==> src/rtl/mbox_tx_pkg.sv <==
package mbox_tx_pkg;
    localparam int AW    = 6;
    localparam int DW    = 32;
    localparam int NTGT  = 8;
    localparam int TW    = $clog2(NTGT);
    localparam int MSG_W = 2 * DW;
    localparam int DEPTH_M1 = 0;

    typedef logic [AW-1:0] addr_t;

    localparam addr_t OFS_ID    = 6'h00;
    localparam addr_t OFS_LO    = 6'h04;
    localparam addr_t OFS_HI    = 6'h08;
    localparam addr_t OFS_TRIG  = 6'h0C;
    localparam addr_t OFS_FRST  = 6'h10;
    localparam addr_t OFS_STAT  = 6'h14;
    localparam addr_t OFS_ISTS  = 6'h18;
    localparam addr_t OFS_IMSK  = 6'h1C;
    localparam addr_t OFS_LOCK  = 6'h20;
    localparam addr_t OFS_DEPTH = 6'h24;

    localparam int MSK_BLK = 0;
    localparam int MSK_OVF = 1;
    localparam int MSK_DLV = 2;

    typedef struct packed {
        logic trig;
        logic frst;
        logic isclr;
        logic imsk;
    } wstb_t;

    typedef struct packed {
        logic [TW-1:0] id;
        logic [DW-1:0] lo;
        logic [DW-1:0] hi;
    } stage_t;

    typedef struct packed {
        logic             busy;
        logic             dlv;
        logic             ovf;
        logic [MSG_W-1:0] msg;
    } slot_t;

    typedef struct packed {
        logic       pend;
        logic [2:0] mask;
    } irq_state_t;
endpackage

==> src/rtl/mbox_tx_regif.sv <==
module mbox_tx_regif
    import mbox_tx_pkg::*;
(
    input  logic          clk,
    input  logic          rst_n,
    input  logic          bus_wr,
    input  addr_t         bus_addr,
    input  logic [DW-1:0] bus_wdata,
    input  logic [DW-1:0] status_word,
    input  logic          pend,
    input  logic [2:0]    mask,
    output logic [TW-1:0] stg_id,
    output logic [DW-1:0] stg_lo,
    output logic [DW-1:0] stg_hi,
    output wstb_t         stb,
    output logic [DW-1:0] rdata
);
    stage_t stage_d, stage_q;

    always_comb begin
        stage_d = stage_q;
        if (bus_wr && bus_addr == OFS_ID) stage_d.id = bus_wdata[TW-1:0];
        if (bus_wr && bus_addr == OFS_LO) stage_d.lo = bus_wdata;
        if (bus_wr && bus_addr == OFS_HI) stage_d.hi = bus_wdata;
    end

    always_ff @(posedge clk or negedge rst_n) begin
        if (!rst_n) stage_q <= '0;
        else        stage_q <= stage_d;
    end

    always_comb begin
        stb.trig  = bus_wr && (bus_addr == OFS_TRIG) && bus_wdata[0];
        stb.frst  = bus_wr && (bus_addr == OFS_FRST);
        stb.isclr = bus_wr && (bus_addr == OFS_ISTS) && bus_wdata[0];
        stb.imsk  = bus_wr && (bus_addr == OFS_IMSK);
    end

    always_comb begin
        rdata = '0;
        unique case (bus_addr)
            OFS_ID:    rdata = {{(DW-TW){1'b0}}, stage_q.id};
            OFS_LO:    rdata = stage_q.lo;
            OFS_HI:    rdata = stage_q.hi;
            OFS_STAT:  rdata = status_word;
            OFS_ISTS:  rdata = {{(DW-1){1'b0}}, pend};
            OFS_IMSK:  rdata = {{(DW-3){1'b0}}, mask};
            OFS_DEPTH: rdata = DW'(DEPTH_M1);
            default:   rdata = '0;
        endcase
    end

    assign stg_id = stage_q.id;
    assign stg_lo = stage_q.lo;
    assign stg_hi = stage_q.hi;
endmodule

==> src/rtl/mbox_tx_slot.sv <==
module mbox_tx_slot
    import mbox_tx_pkg::*;
(
    input  logic             clk,
    input  logic             rst_n,
    input  logic             enq,
    input  logic [MSG_W-1:0] msg_in,
    input  logic             fetch,
    input  logic             clr_dlv,
    input  logic             clr_ovf,
    output logic             busy,
    output logic             dlv,
    output logic             ovf,
    output logic [MSG_W-1:0] msg_out,
    output logic             evt
);
    slot_t slot_d, slot_q;
    logic  acc, ovf_evt, dlv_evt;

    always_comb begin
        acc     = enq && !slot_q.busy;
        ovf_evt = enq && slot_q.busy;
        dlv_evt = fetch && slot_q.busy;
        slot_d  = slot_q;
        if (clr_dlv) slot_d.dlv = 1'b0;
        if (clr_ovf) slot_d.ovf = 1'b0;
        if (dlv_evt) begin
            slot_d.busy = 1'b0;
            slot_d.dlv  = 1'b1;
        end
        if (acc) begin
            slot_d.busy = 1'b1;
            slot_d.msg  = msg_in;
        end
        if (ovf_evt) slot_d.ovf = 1'b1;
    end

    always_ff @(posedge clk or negedge rst_n) begin
        if (!rst_n) slot_q <= '0;
        else        slot_q <= slot_d;
    end

    assign busy    = slot_q.busy;
    assign dlv     = slot_q.dlv;
    assign ovf     = slot_q.ovf;
    assign msg_out = slot_q.msg;
    assign evt     = acc || ovf_evt || dlv_evt;
endmodule

==> src/rtl/mbox_tx_irq.sv <==
module mbox_tx_irq
    import mbox_tx_pkg::*;
(
    input  logic       clk,
    input  logic       rst_n,
    input  logic       wr_mask,
    input  logic [2:0] mask_in,
    input  logic       clr_pend,
    input  logic       any_evt,
    input  logic       c_busy,
    input  logic       c_ovf,
    input  logic       c_dlv,
    output logic       pend,
    output logic [2:0] mask,
    output logic       irq
);
    irq_state_t st_d, st_q;

    always_comb begin
        st_d = st_q;
        if (wr_mask)  st_d.mask = mask_in;
        if (clr_pend) st_d.pend = 1'b0;
        if (any_evt)  st_d.pend = 1'b1;
    end

    always_ff @(posedge clk or negedge rst_n) begin
        if (!rst_n) st_q <= '{pend: 1'b0, mask: 3'b111};
        else        st_q <= st_d;
    end

    assign pend = st_q.pend;
    assign mask = st_q.mask;
    assign irq  = st_q.pend && ((c_busy && !st_q.mask[MSK_BLK]) ||
                                (c_ovf  && !st_q.mask[MSK_OVF]) ||
                                (c_dlv  && !st_q.mask[MSK_DLV]));
endmodule

==> src/rtl/mbox_tx_inbox.sv <==
module mbox_tx_inbox
    import mbox_tx_pkg::*;
(
    input  logic                  clk,
    input  logic                  rst_n,
    input  logic                  bus_wr,
    input  logic [AW-1:0]         bus_addr,
    input  logic [DW-1:0]         bus_wdata,
    output logic [DW-1:0]         bus_rdata,
    input  logic [NTGT-1:0]       tgt_fetch,
    output logic [NTGT-1:0]       tgt_busy,
    output logic [NTGT*MSG_W-1:0] tgt_data,
    output logic                  irq
);
    logic [TW-1:0]   stg_id;
    logic [DW-1:0]   stg_lo, stg_hi;
    wstb_t           stb;
    logic [NTGT-1:0] busy_v, dlv_v, ovf_v, evt_v;
    logic [DW-1:0]   status_word;
    logic            irq_pend;
    logic [2:0]      irq_mask;

    assign status_word = {{(DW-3*NTGT){1'b0}}, dlv_v, ovf_v, busy_v};

    mbox_tx_regif u_regif (
        .clk(clk), .rst_n(rst_n), .bus_wr(bus_wr), .bus_addr(bus_addr),
        .bus_wdata(bus_wdata), .status_word(status_word), .pend(irq_pend),
        .mask(irq_mask), .stg_id(stg_id), .stg_lo(stg_lo), .stg_hi(stg_hi),
        .stb(stb), .rdata(bus_rdata)
    );

    for (genvar i = 0; i < NTGT; i++) begin : g_slot
        mbox_tx_slot u_slot (
            .clk(clk), .rst_n(rst_n),
            .enq(stb.trig && (stg_id == TW'(i))),
            .msg_in({stg_hi, stg_lo}),
            .fetch(tgt_fetch[i]),
            .clr_dlv(stb.frst && bus_wdata[2*NTGT+i]),
            .clr_ovf(stb.frst && bus_wdata[NTGT+i]),
            .busy(busy_v[i]), .dlv(dlv_v[i]), .ovf(ovf_v[i]),
            .msg_out(tgt_data[i*MSG_W +: MSG_W]),
            .evt(evt_v[i])
        );
    end

    mbox_tx_irq u_irq (
        .clk(clk), .rst_n(rst_n), .wr_mask(stb.imsk), .mask_in(bus_wdata[2:0]),
        .clr_pend(stb.isclr), .any_evt(|evt_v), .c_busy(|busy_v),
        .c_ovf(|ovf_v), .c_dlv(|dlv_v), .pend(irq_pend), .mask(irq_mask),
        .irq(irq)
    );

    assign tgt_busy = busy_v;
endmodule

==> config.mk <==
export PLATFORM = sky130hd
export DESIGN_NAME = mbox_tx_inbox
export DESIGN_NICKNAME = d
export VERILOG_FILES = /design/src/rtl/mbox_tx_pkg.sv /design/src/rtl/mbox_tx_regif.sv /design/src/rtl/mbox_tx_slot.sv /design/src/rtl/mbox_tx_irq.sv /design/src/rtl/mbox_tx_inbox.sv
export SDC_FILE = /design/constraint.sdc
export NUM_CORES = 1
export LEC_CHECK = 0
export CAP_MARGIN = 30
export CELL_PAD_IN_SITES_DETAIL_PLACEMENT = 1
export CELL_PAD_IN_SITES_GLOBAL_PLACEMENT = 2
export CORE_MARGIN = 2
export CORE_UTILIZATION = 23
export DETAILED_ROUTE_END_ITERATION = 6
export DONT_BUFFER_PORTS = 1
export PLACE_DENSITY = 0.46
export SLEW_MARGIN = 40
export SYNTH_ARGS = -nofsm -noshare
export SYNTH_HDL_FRONTEND = slang
export SYNTH_SLANG_ARGS = --single-unit
==> constraint.sdc <==
create_clock -name clk -period 6.7 [get_ports clk]
set_input_delay 1.675 -clock clk [delete_from_list [all_inputs] [get_ports clk]]
set_output_delay 1.675 -clock clk [all_outputs]
set_load 0.01 [all_outputs]
==> results.md, run 1 <==
- Maximum vdd ir drop: 0.1991 mV
- R2R Path End: g_slot[2].u_slot.msg_out[24]
- Initial antenna violation count: 10
- Routed Antenna Nets: 0
- Critical path class: input pin to primary output
- Drc violations: 0
- Min-Delay Endpoint: g_slot[3].u_slot.msg_out[46]
- Slew margin rel.: 43.90%
- P_leak: 13.91 nW
- Post-synthesis xor/xnor area fraction: 0%
- Worst-path cell chain: or4_1, nor3_2, buf_4, a221o_1
- CP max-delay cell: or4_1
- GRT Residual Overflow: 0
- Worst R2R Start: g_slot[2].u_slot.busy
- Port Buf Inserts: 0
- Core area: 103,200 um^2
- Met1 usage: 19.20%
- Mux cell area share after synthesis: 27.68%
- Pin count of the biggest net entering global routing: 608
- Final Hold Viols: 0
- Routed vias/inst: 4.528
- Post-CTS Setup Bufs: 0
- Run status: finished clean
- WL per Instance: 31.12 um
- Hold Path Depth: 1
- Endpoint class of the critical path: primary output
- Vias: 13,240
- Fin worst setup slack: 1487 ps
- Mapped Avg Cell Area: 15.69 um^2
- CP peak stage delay: 860 ps
- Adder-Cell Fraction of Synth Area: 0%
- Most frequent cells in the layout: dfrtp_1, mux2_2, mux2_1
- Async SR Flop Fraction: 100.0%
- GR Util All Layers: 16.96%
- Clk root buf: clkbuf_16
- R2R cell count: 4
- Power Density: 305.4 nW/um^2
- TritonCTS clock tree: done
- Worst R2R Setup Slack: 4090 ps
- Number of synthesized flops with an enable pin: 0
- Worst setup SP type: input pin
- Post-Route Setup TNS: 0 ps
- H-tree Lvls: 3
- F_max: 0.1918 GHz
- Max-slew violations: 0
- Clock skew: 25.22 ps
- GR Util met2: 27.10%
- CTS sink cnt: 607
- Synth Area in Compound Gates: 2.490%
- Number of synthesized register bits: 607
- Layout net count: 1,529
- Vias in the first global route: 14,480
- Commonest non-fill, non-tap cell in the layout: dfrtp_1
- Clock network latency to the later pin of the worst-skew pair: 640 ps
- Fill cells: 10,780
- Warnings from Yosys: 0
- Clock tree buffer depth: 3
- Largest family of logic cells by synthesized area: multiplexers
- Final Wtd Congestion: 0.7618
- Hold_buf cts: 0
- Max Fanout on Critical Path: 16
- Post-route clock period utilization: 77.81%
- CP required: 5030 ps
- Min Clock Period, post-route: 5213 ps
- Worst Max-Slew Pin Slew: 837.8 ps
- HP Class: flip-flop to flip-flop
- Setup violators final: 0
- First drt pass iteration count: 4
- Detail Placement HPWL: 62.35 mm
- Setup WS pre-CTS: 1456 ps
- Reg clk slew, reported paths: 60 ps
- Sequential area share after synthesis: 63.65%
- Maxcap violations: 0
- GR peak layer: met2
- Layout cells sized above 1: 36.76%
- Drt total wl: 91.01 mm
- Crit path DAT: 3540 ps
- Post-Synthesis Cells: 1,521
- Initial Utilization: 23.13%
- Hold path start: g_slot[3].u_slot.msg_out[46]
- First-pass GRT wire length: 126.3 mm
- Post-Syn Area: 23,870 um^2
- Die height: 326.1 um
- Clock buffer count from CTS: 76
- RSZ-0062 raised after global routing: false
- Syn nets: 1,570
- Area grow syn2layout: 16.57%
- Initial DRC Count: 567
- DIE WIDTH: 326.1 um
- CTS resizes: 0
- Row count: 118
- Synth Flop Type: dfrtp_1
- Die area: 106,400 um^2
- Met3 usage: 7.831%
- I/O pin count: 602
- Synth unique cells: 41
- Synth Area in Simple Gates: 2.558%
==> report_power, final <==
| group | total, mW | switching [mW] | internal (mW) |
|---|---|---|---|
| logic | 0.207 | 0.121 | 0.0862 |
| clock network | 4.28 | 1.67 | 2.61 |
| registers | 4.01 | 0.272 | 3.74 |
| total | 8.50 | 2.07 | 6.43 |
==> routing by layer <==
layer,share of wire (%),vias up
li1,-,5372
met1,38,7176
met2,47,508
met3,9.9,179
met4,4.9,4
met5,0.030,-
==> state kept, by name, summed over array words and instances (netlist names) <==
register               count
g_slot.u_slot.busy         8
g_slot.u_slot.dlv          8
g_slot.u_slot.msg_out    512
g_slot.u_slot.ovf          8
u_irq.mask                 3
u_irq.pend                 1
u_regif.stg_hi            32
u_regif.stg_id             3
u_regif.stg_lo            32
==> cell families after synthesis <==
kind of cell / Yosys count
and+or+nand+nor: 90
muxes: 587
buffers and inverters: 163
AOI/OAI and AO/OA: 74
DFF: 607
==> worst max-delay path, delay by kind of cell <==
| kind | cells | cell delay, ps |
|---|---|---|
| AO/OA/AOI/OAI | 1 | 330 |
| buffers and inverters | 1 | 360 |
| AND/OR/NAND/NOR | 2 | 1150 |
==> cells in the mapped netlist, drive strengths merged, types with 9 or more instances <==
| master | count | area share, % |
|---|---|---|
| a21oi | 11 | 0.23 |
| a221o | 21 | 0.88 |
| a32o | 9 | 0.38 |
| and3 | 23 | 0.60 |
| buf | 132 | 3.1 |
| clkbuf | 22 | 0.35 |
| dfrtp | 604 | 63 |
| inv | 9 | 0.14 |
| mux2 | 585 | 28 |
| nand2 | 9 | 0.14 |
| nand4 | 17 | 0.45 |
| nor4 | 11 | 0.54 |
==> stage by stage <==
step	power [mW]	std cells	hold WS (ps)	utilization, %	instance area, um^2
floorplan	4.050	1521	488.1	-	23870
global placement	4.219	2777	545.9	24.26	25040
detailed placement	4.224	2777	548.6	24.29	25070
CTS	8.605	2912	566.1	26.81	27670
global route	8.853	2918	579.5	26.95	27810
finish	8.498	2924	560.4	26.96	27830
==> layout make-up <==
| cell class | count | area (um^2) | share of cell area, % |
|---|---|---|---|
| flip-flops and latches | 607 | 15200 | 54.61 |
| multi-input cells | 751 | 7866 | 28.27 |
| clock buffers | 105 | 2196 | 7.892 |
| well taps | 1380 | 1727 | 6.205 |
| clock inverters | 30 | 402.9 | 1.448 |
| repair buffers | 35 | 386.6 | 1.389 |
| inverters | 9 | 33.78 | 0.1214 |
| diodes | 7 | 17.52 | 0.06295 |
==> worst max path at each step <==
stage / slack (ps) / endpoint / start
6_report: 1490 / bus_rdata[22] / bus_addr[1]
5_1_grt: 1380 / bus_rdata[22] / bus_addr[1]
4_1_cts: 1460 / bus_rdata[22] / bus_addr[1]
3_5_place_dp: 1460 / bus_rdata[22] / bus_addr[1]
3_3_place_gp: 1480 / bus_rdata[22] / bus_addr[1]
2_1_floorplan: 1880 / bus_rdata[12] / bus_addr[1]
Power figures use the tool's default switching activity.
==> run 2, diff against run 1 <==
- PLACE_DENSITY: 0.46 -> 0.48
- clock period: 6.7 -> 4.35 ns (I/O delays scaled with it)
==> run 2 against run 1 <==
Non-clock buffer count is 4 higher. Clock skew hardly changed. Sequential power is 54% higher. Clock power is 50% higher. Clock-buffer cell count is 3 lower. Highest routed layer unchanged. Critical path depth stayed put. Core utilization is 0.068 points lower. Final cell count is 0.10% lower. Setup slack worse by 780 ps.
==> results.md, run 2 (same netlist as run 1, synthesis figures left out) <==
- Buf/Inv on CP: 1 (unchanged)
- Run status: finished clean
- Combinational share of power: 2.4% (about the same)
- Initial Utilization: 23.13% (unchanged)
- Clock tree buffer depth: 3 (unchanged)
- Max-slew violations: 0 (unchanged)
- Sequential share of power: 47.9% (+0.7 points)
- Final Hold Viols: 0 (unchanged)
- Worst setup SP type: input pin
- CP peak stage delay: 700 ps (-160 ps)
- Layout net count: 1,531 (+0.13%)
- Initial antenna violation count: 8 (-2)
- Detail Placement HPWL: 61.88 mm (-0.76%)
- GRT Residual Overflow: 0 (unchanged)
- Routed Antenna Nets: 0 (unchanged)
- I/O pin count: 602 (unchanged)
- Power Density: 465.3 nW/um^2 (+52%)
- Drt total wl: 90.82 mm (-0.20%)
- Layout cells sized above 1: 36.46% (-0.30 points)
- Post-Route Setup TNS: 0 ps (unchanged)
- DIE WIDTH: 326.1 um (unchanged)
- Most frequent cells in the layout: dfrtp_1, mux2_2, mux2_1
- CP max-delay cell: or4b_2
- GR Util All Layers: 16.89% (-0.070 points)
- Max reg flops: 512 (unchanged)
- Vias in the first global route: 14,170 (-2.1%)
- WL per Instance: 31.09 um (-0.10%)
- Clock network latency to the later pin of the worst-skew pair: 640 ps (about the same)
- Maxcap violations: 0 (unchanged)
- Maximum vdd ir drop: 0.2290 mV (+15%)
- Core area: 103,200 um^2 (unchanged)
- Non-filler cells, final: 2,921 (-0.10%)
- CP required: 3260 ps (-1770 ps)
- Max Fanout on Critical Path: 12 (-4)
- CTS sink cnt: 607 (unchanged)
- Min Clock Period, post-route: 3647 ps
- Worst Max-Slew Pin Slew: 971.3 ps (+133.5 ps)
- Routed vias/inst: 4.543 (+0.34%)
- Clock buffer count from CTS: 74 (-2.6%)
- RSZ-0062 raised after global routing: false
- First-pass GRT wire length: 126.0 mm (-0.21%)
- Hold_buf cts: 0 (unchanged)
- F_max: 0.2742 GHz
- Clk root buf: clkbuf_16
- DP Cell Count: 2,782 (+0.18%)
- Reg clk slew, reported paths: 60 ps (about the same)
- Clock skew: 24.92 ps (-0.2990 ps)
- First drt pass iteration count: 4 (unchanged)
- Clock network power share: 49.7% (-0.6 points)
- Slew margin rel.: 35.25% (-8.6 points)
- P_leak: 13.90 nW (about the same)
- Drc violations: 0 (unchanged)
- Post-CTS Setup Bufs: 0 (unchanged)
- Fin worst setup slack: 702.8 ps (-784.1 ps)
- Switch share: 24.33% (about the same)
- Critical path class: input pin to primary output
- H-tree Lvls: 3 (unchanged)
- Commonest non-fill, non-tap cell in the layout: dfrtp_1
- Fill cells: 10,800 (+0.21%)
- Port Buf Inserts: 0 (unchanged)
- Setup violators final: 0 (unchanged)
- Die height: 326.1 um (unchanged)
- Int Power: 9.772 mW (+52%)
- Initial DRC Count: 682 (+20%)
- Vias: 13,270 (+0.23%)
- Worst-path cell chain: or4b_2, nor3_2, buf_4, a221o_1
- Area grow syn2layout: 16.28%
- Post-route clock period utilization: 83.84%
- TritonCTS clock tree: done
- Final Wtd Congestion: 0.7544 (-0.97%)
- Crit path DAT: 2560 ps (-980 ps)
- CP top delay family: simple AND/OR/NAND/NOR gates
- NetSw: 3.141 mW (+52%)
- Setup WS pre-CTS: 672.2 ps (-784.1 ps)
- Row count: 118 (unchanged)
- Endpoint class of the critical path: primary output
- HP Class: input pin to async pin
- CTS resizes: 0 (unchanged)
- Die area: 106,400 um^2 (unchanged)
- Pin count of the biggest net entering global routing: 608 (unchanged)
[run 2: cell types whose count changed in the layout (fill, tap and decap cells not counted), sizes merged]
| cell | change |
|---|---|
| inv | +3 |
| clkbuf | -3 |
| buf | +4 |
| clkinv | -3 |
| diode | -2 |
| clkinvlp | -2 |
[run 2: power groups by stage]
| stage | combinational [mW] | sequential (mW) | clock (mW) |
|---|---|---|---|
| floorplan | 0.327 | 5.91 | 0 |
| global placement | 0.202 | 6.31 | 0 |
| detailed placement | 0.209 | 6.31 | 0 |
| CTS | 0.210 | 6.21 | 6.68 |
| global route | 0.352 | 6.23 | 6.89 |
| finish | 0.311 | 6.18 | 6.42 |
[run 2: path summary, 6_finish.rpt]
| kind | start | end | slack (ps) | depth (start not counted) |
|---|---|---|---|---|
| hold / removal | rst_n | g_slot[1].u_slot.msg_out[63] | 160 | 0 |
| max in group asynchronous | rst_n | g_slot[1].u_slot.msg_out[19] | 1960 | 3 |
| hold reg to reg | u_irq.pend | u_irq.pend | 550 | 1 |
| setup reg to reg | g_slot[2].u_slot.busy | g_slot[2].u_slot.msg_out[20] | 1870 | 4 |
| min in group clk | tgt_fetch[6] | g_slot[6].u_slot.busy | 540 | 1 |
| setup / recovery | bus_addr[1] | bus_rdata[11] | 700 | 4 |
[run 2: area by class of cell]
type,instances,area [um^2],area share [%]
Antenna cell,5,12.51,0.04508
Clock buffer,102,2108,7.596
Clock inverter,28,395.4,1.425
Inverter,9,33.78,0.1217
Multi-Input combinational cell,751,7846,28.27
Sequential cell,607,15190,54.74
Tap cell,1380,1727,6.221
Timing Repair Buffer,39,439.2,1.582
[run 2: stage by stage]
stage	area (um^2)	total power, mW	hold slack (ps)	util, %
floorplan	23870	6.239	488.1	-
global placement	25130	6.508	531.4	24.35
detailed placement	25130	6.520	541.6	24.35
CTS	27630	13.10	113.1	26.78
global route	27740	13.47	100.2	26.88
finish	27760	12.91	160.5	26.89
[run 2: worst register-to-register path: cells and delay by family (launching register included)]
| family | cells | cell delay, ps |
|---|---|---|
| and+or+nand+nor | 2 | 860 |
| DFF | 1 | 650 |
| muxes | 1 | 440 |
| buffers and inverters | 1 | 400 |
[run 2: layer usage]
layer,track usage [%],part of all wire [%],routed length (um)
met4,6.642,4.0,3653
met2,27.57,48,43500
met1,19.59,38,34700
met3,7.106,9.9,8955
met5,0,0.014,13
==> run 3, diff against run 2 <==
- PLACE_DENSITY: 0.48 -> 0.46
- clock period: 4.35 -> 3.5 ns (I/O delays scaled with it)
==> run 3 against run 2 <==
Critical path depth rose by 1. Register-to-register slack got worse by 790 ps. Final area grew 0.84%. Flip-flop and latch count stayed put. Worst hold slack worse by 76 ps. First-iteration DRC count down 29%. Clock power is 24% higher. Critical path type unchanged. Largest power group unchanged.
==> results.md, run 3 (same netlist as run 1, synthesis figures left out) <==
- Slew margin rel.: 45.34% (+10 points)
- Pin count of the biggest net entering global routing: 608 (unchanged)
- Routed Antenna Nets: 0 (unchanged)
- Clock skew: 22.59 ps (-2.329 ps)
- Min Clock Period, post-route: 3373 ps
- Setup violators final: 0 (unchanged)
- Vias: 13,380 (+0.81%)
- Port Buf Inserts: 0 (unchanged)
- Max-slew violations: 0 (unchanged)
- Maxcap violations: 0 (unchanged)
- HP Class: input pin to async pin
- Die height: 326.1 um (unchanged)
- RSZ-0062 raised after global routing: false
- Die area: 106,400 um^2 (unchanged)
- Post-Route Setup TNS: 0 ps (unchanged)
- Fin worst setup slack: 127.1 ps (-575.8 ps)
- P_leak: 14.02 nW (+0.86%)
- H-tree Lvls: 3 (unchanged)
- Drt total wl: 91.32 mm (+0.55%)
- Sequential share of power: 47.8% (about the same)
- Commonest non-fill, non-tap cell in the layout: dfrtp_1
- Combinational share of power: 2.6% (+0.2 points)
- Worst Max-Slew Pin Slew: 819.9 ps (-151.4 ps)
- Clk root buf: clkbuf_16
- Clock network power share: 49.6% (about the same)
- Reg clk slew, reported paths: 60 ps (about the same)
- Clock network latency to the later pin of the worst-skew pair: 640 ps (about the same)
- Switch share: 24.62% (+0.30 points)
- Critical path class: input pin to primary output
- Setup WS pre-CTS: 85.54 ps (-586.7 ps)
- Core area: 103,200 um^2 (unchanged)
- TritonCTS clock tree: done
- Run status: finished clean
- Drc violations: 0 (unchanged)
- Layout net count: 1,551 (+1.3%)
- Detail Placement HPWL: 62.99 mm (+1.8%)
- DIE WIDTH: 326.1 um (unchanged)
- F_max: 0.2965 GHz
- Post-CTS Setup Bufs: 0 (unchanged)
- First drt pass iteration count: 4 (unchanged)
- CTS resizes: 0 (unchanged)
- Area of the multi-input gates: 7841 um^2 (about the same)
- Layout cells sized above 1: 37.05% (+0.59 points)
- Initial DRC Count: 482 (-29%)
- Max reg flops: 512 (unchanged)
- Crit path DAT: 2500 ps (-60 ps)
- Vias in the first global route: 14,480 (+2.2%)
- GRT Residual Overflow: 0 (unchanged)
- Routed vias/inst: 4.546 (about the same)
- Post-route clock period utilization: 96.37%
- NetSw: 3.943 mW (+26%)
- Power Density: 572.1 nW/um^2 (+23%)
- Max Fanout on Critical Path: 16 (+4)
- Row count: 118 (unchanged)
- Endpoint class of the critical path: primary output
- Final Hold Viols: 0 (unchanged)
- Final Wtd Congestion: 0.7646 (+1.4%)
- Clock tree buffer depth: 3 (unchanged)
- Sequential cell area: 15,190 um^2 (unchanged)
- WL per Instance: 31.03 um (-0.20%)
- Clock buffer count from CTS: 76 (+2.7%)
- CTS sink cnt: 607 (unchanged)
- Initial antenna violation count: 4 (-4)
- Worst setup SP type: input pin
- Most frequent cells in the layout: dfrtp_1, mux2_2, mux2_1
- Maximum vdd ir drop: 0.2730 mV (+19%)
- Area grow syn2layout: 17.26%
- GR Util All Layers: 16.92% (+0.031 points)
- Initial Utilization: 23.13% (unchanged)
- Utilization after layout: 27.12% (+0.23 points)
- I/O pin count: 602 (unchanged)
- CP required: 2620 ps (-640 ps)
- Hold Worst Slack: 84.90 ps (-75.57 ps)
- Int Power: 12.07 mW (+24%)
- Fill cells: 10,780 (-0.19%)
- First-pass GRT wire length: 126.8 mm (+0.67%)
[run 3: cell count changes in the layout (fill, tap and decap cells not counted), sizes merged]
cell,before,now
bufinv,8,5
buf,39,57
diode,5,3
clkbuf,102,110
clkinvlp,4,3
inv,15,12
clkinv,10,15
[run 3: final timing paths]
| kind | from | end | slack, ps | cells past startpoint |
|---|---|---|---|---|
| max reg2reg | g_slot[1].u_slot.busy | g_slot[1].u_slot.msg_out[19] | 1080 | 4 |
| min in group clk | bus_wdata[18] | g_slot[2].u_slot.dlv | 330 | 1 |
| max in group asynchronous | rst_n | g_slot[5].u_slot.msg_out[50] | 1740 | 3 |
| min reg2reg | g_slot[3].u_slot.msg_out[44] | g_slot[3].u_slot.msg_out[44] | 560 | 1 |
| min | rst_n | u_irq.mask[0] | 80 | 0 |
| max | bus_addr[1] | bus_rdata[9] | 130 | 5 |
[run 3: per-stage QoR]
| stage | instance area [um^2] | total power [mW] | instances |
|---|---|---|---|
| 3_3_place_gp | 25300 | 8.069 | 2797 |
| 6_report | 27990 | 16.01 | 2943 |
| 5_1_grt | 27980 | 16.73 | 2940 |
| 4_1_cts | 27800 | 16.22 | 2933 |
| 3_5_place_dp | 25300 | 8.080 | 2797 |
| 2_1_floorplan | 23870 | 7.754 | 1521 |
[run 3: layer usage]
| layer | up-vias | wire length (um) | global-route usage [%] |
|---|---|---|---|
| met3 | 115 | 8353 | 6.735 |
| met4 | 0 | 2365 | 5.420 |
| li1 | 5431 | - | - |
| met2 | 486 | 44860 | 28.58 |
| met5 | - | 0 | 0 |
| met1 | 7346 | 35740 | 19.53 |
[run 3: worst max-delay path: stages]
cell     delay [ps]
or4b_2          740
nor3_2          210
buf_12          230
buf_4           190
a221o_1         230
[run 3: cell type report]
type | count | share of cell area [%]
multi-input cells | 751 | 28.02
well taps | 1380 | 6.169
diodes | 3 | 0.02682
clock inverters | 26 | 1.100
clock buffers | 110 | 7.832
repair buffers | 57 | 2.450
flip-flops and latches | 607 | 54.28
inverters | 9 | 0.1207
[run 3: power by group through the flow]
stage                     sequential, mW  combinational [mW]  clock [mW]
final                               7.66               0.417        7.94
after global routing                7.71               0.472        8.54
after CTS                           7.69               0.263        8.27
after detailed placement            7.82               0.262           0
after global placement              7.81               0.255           0
after floorplan                     7.35               0.406           0
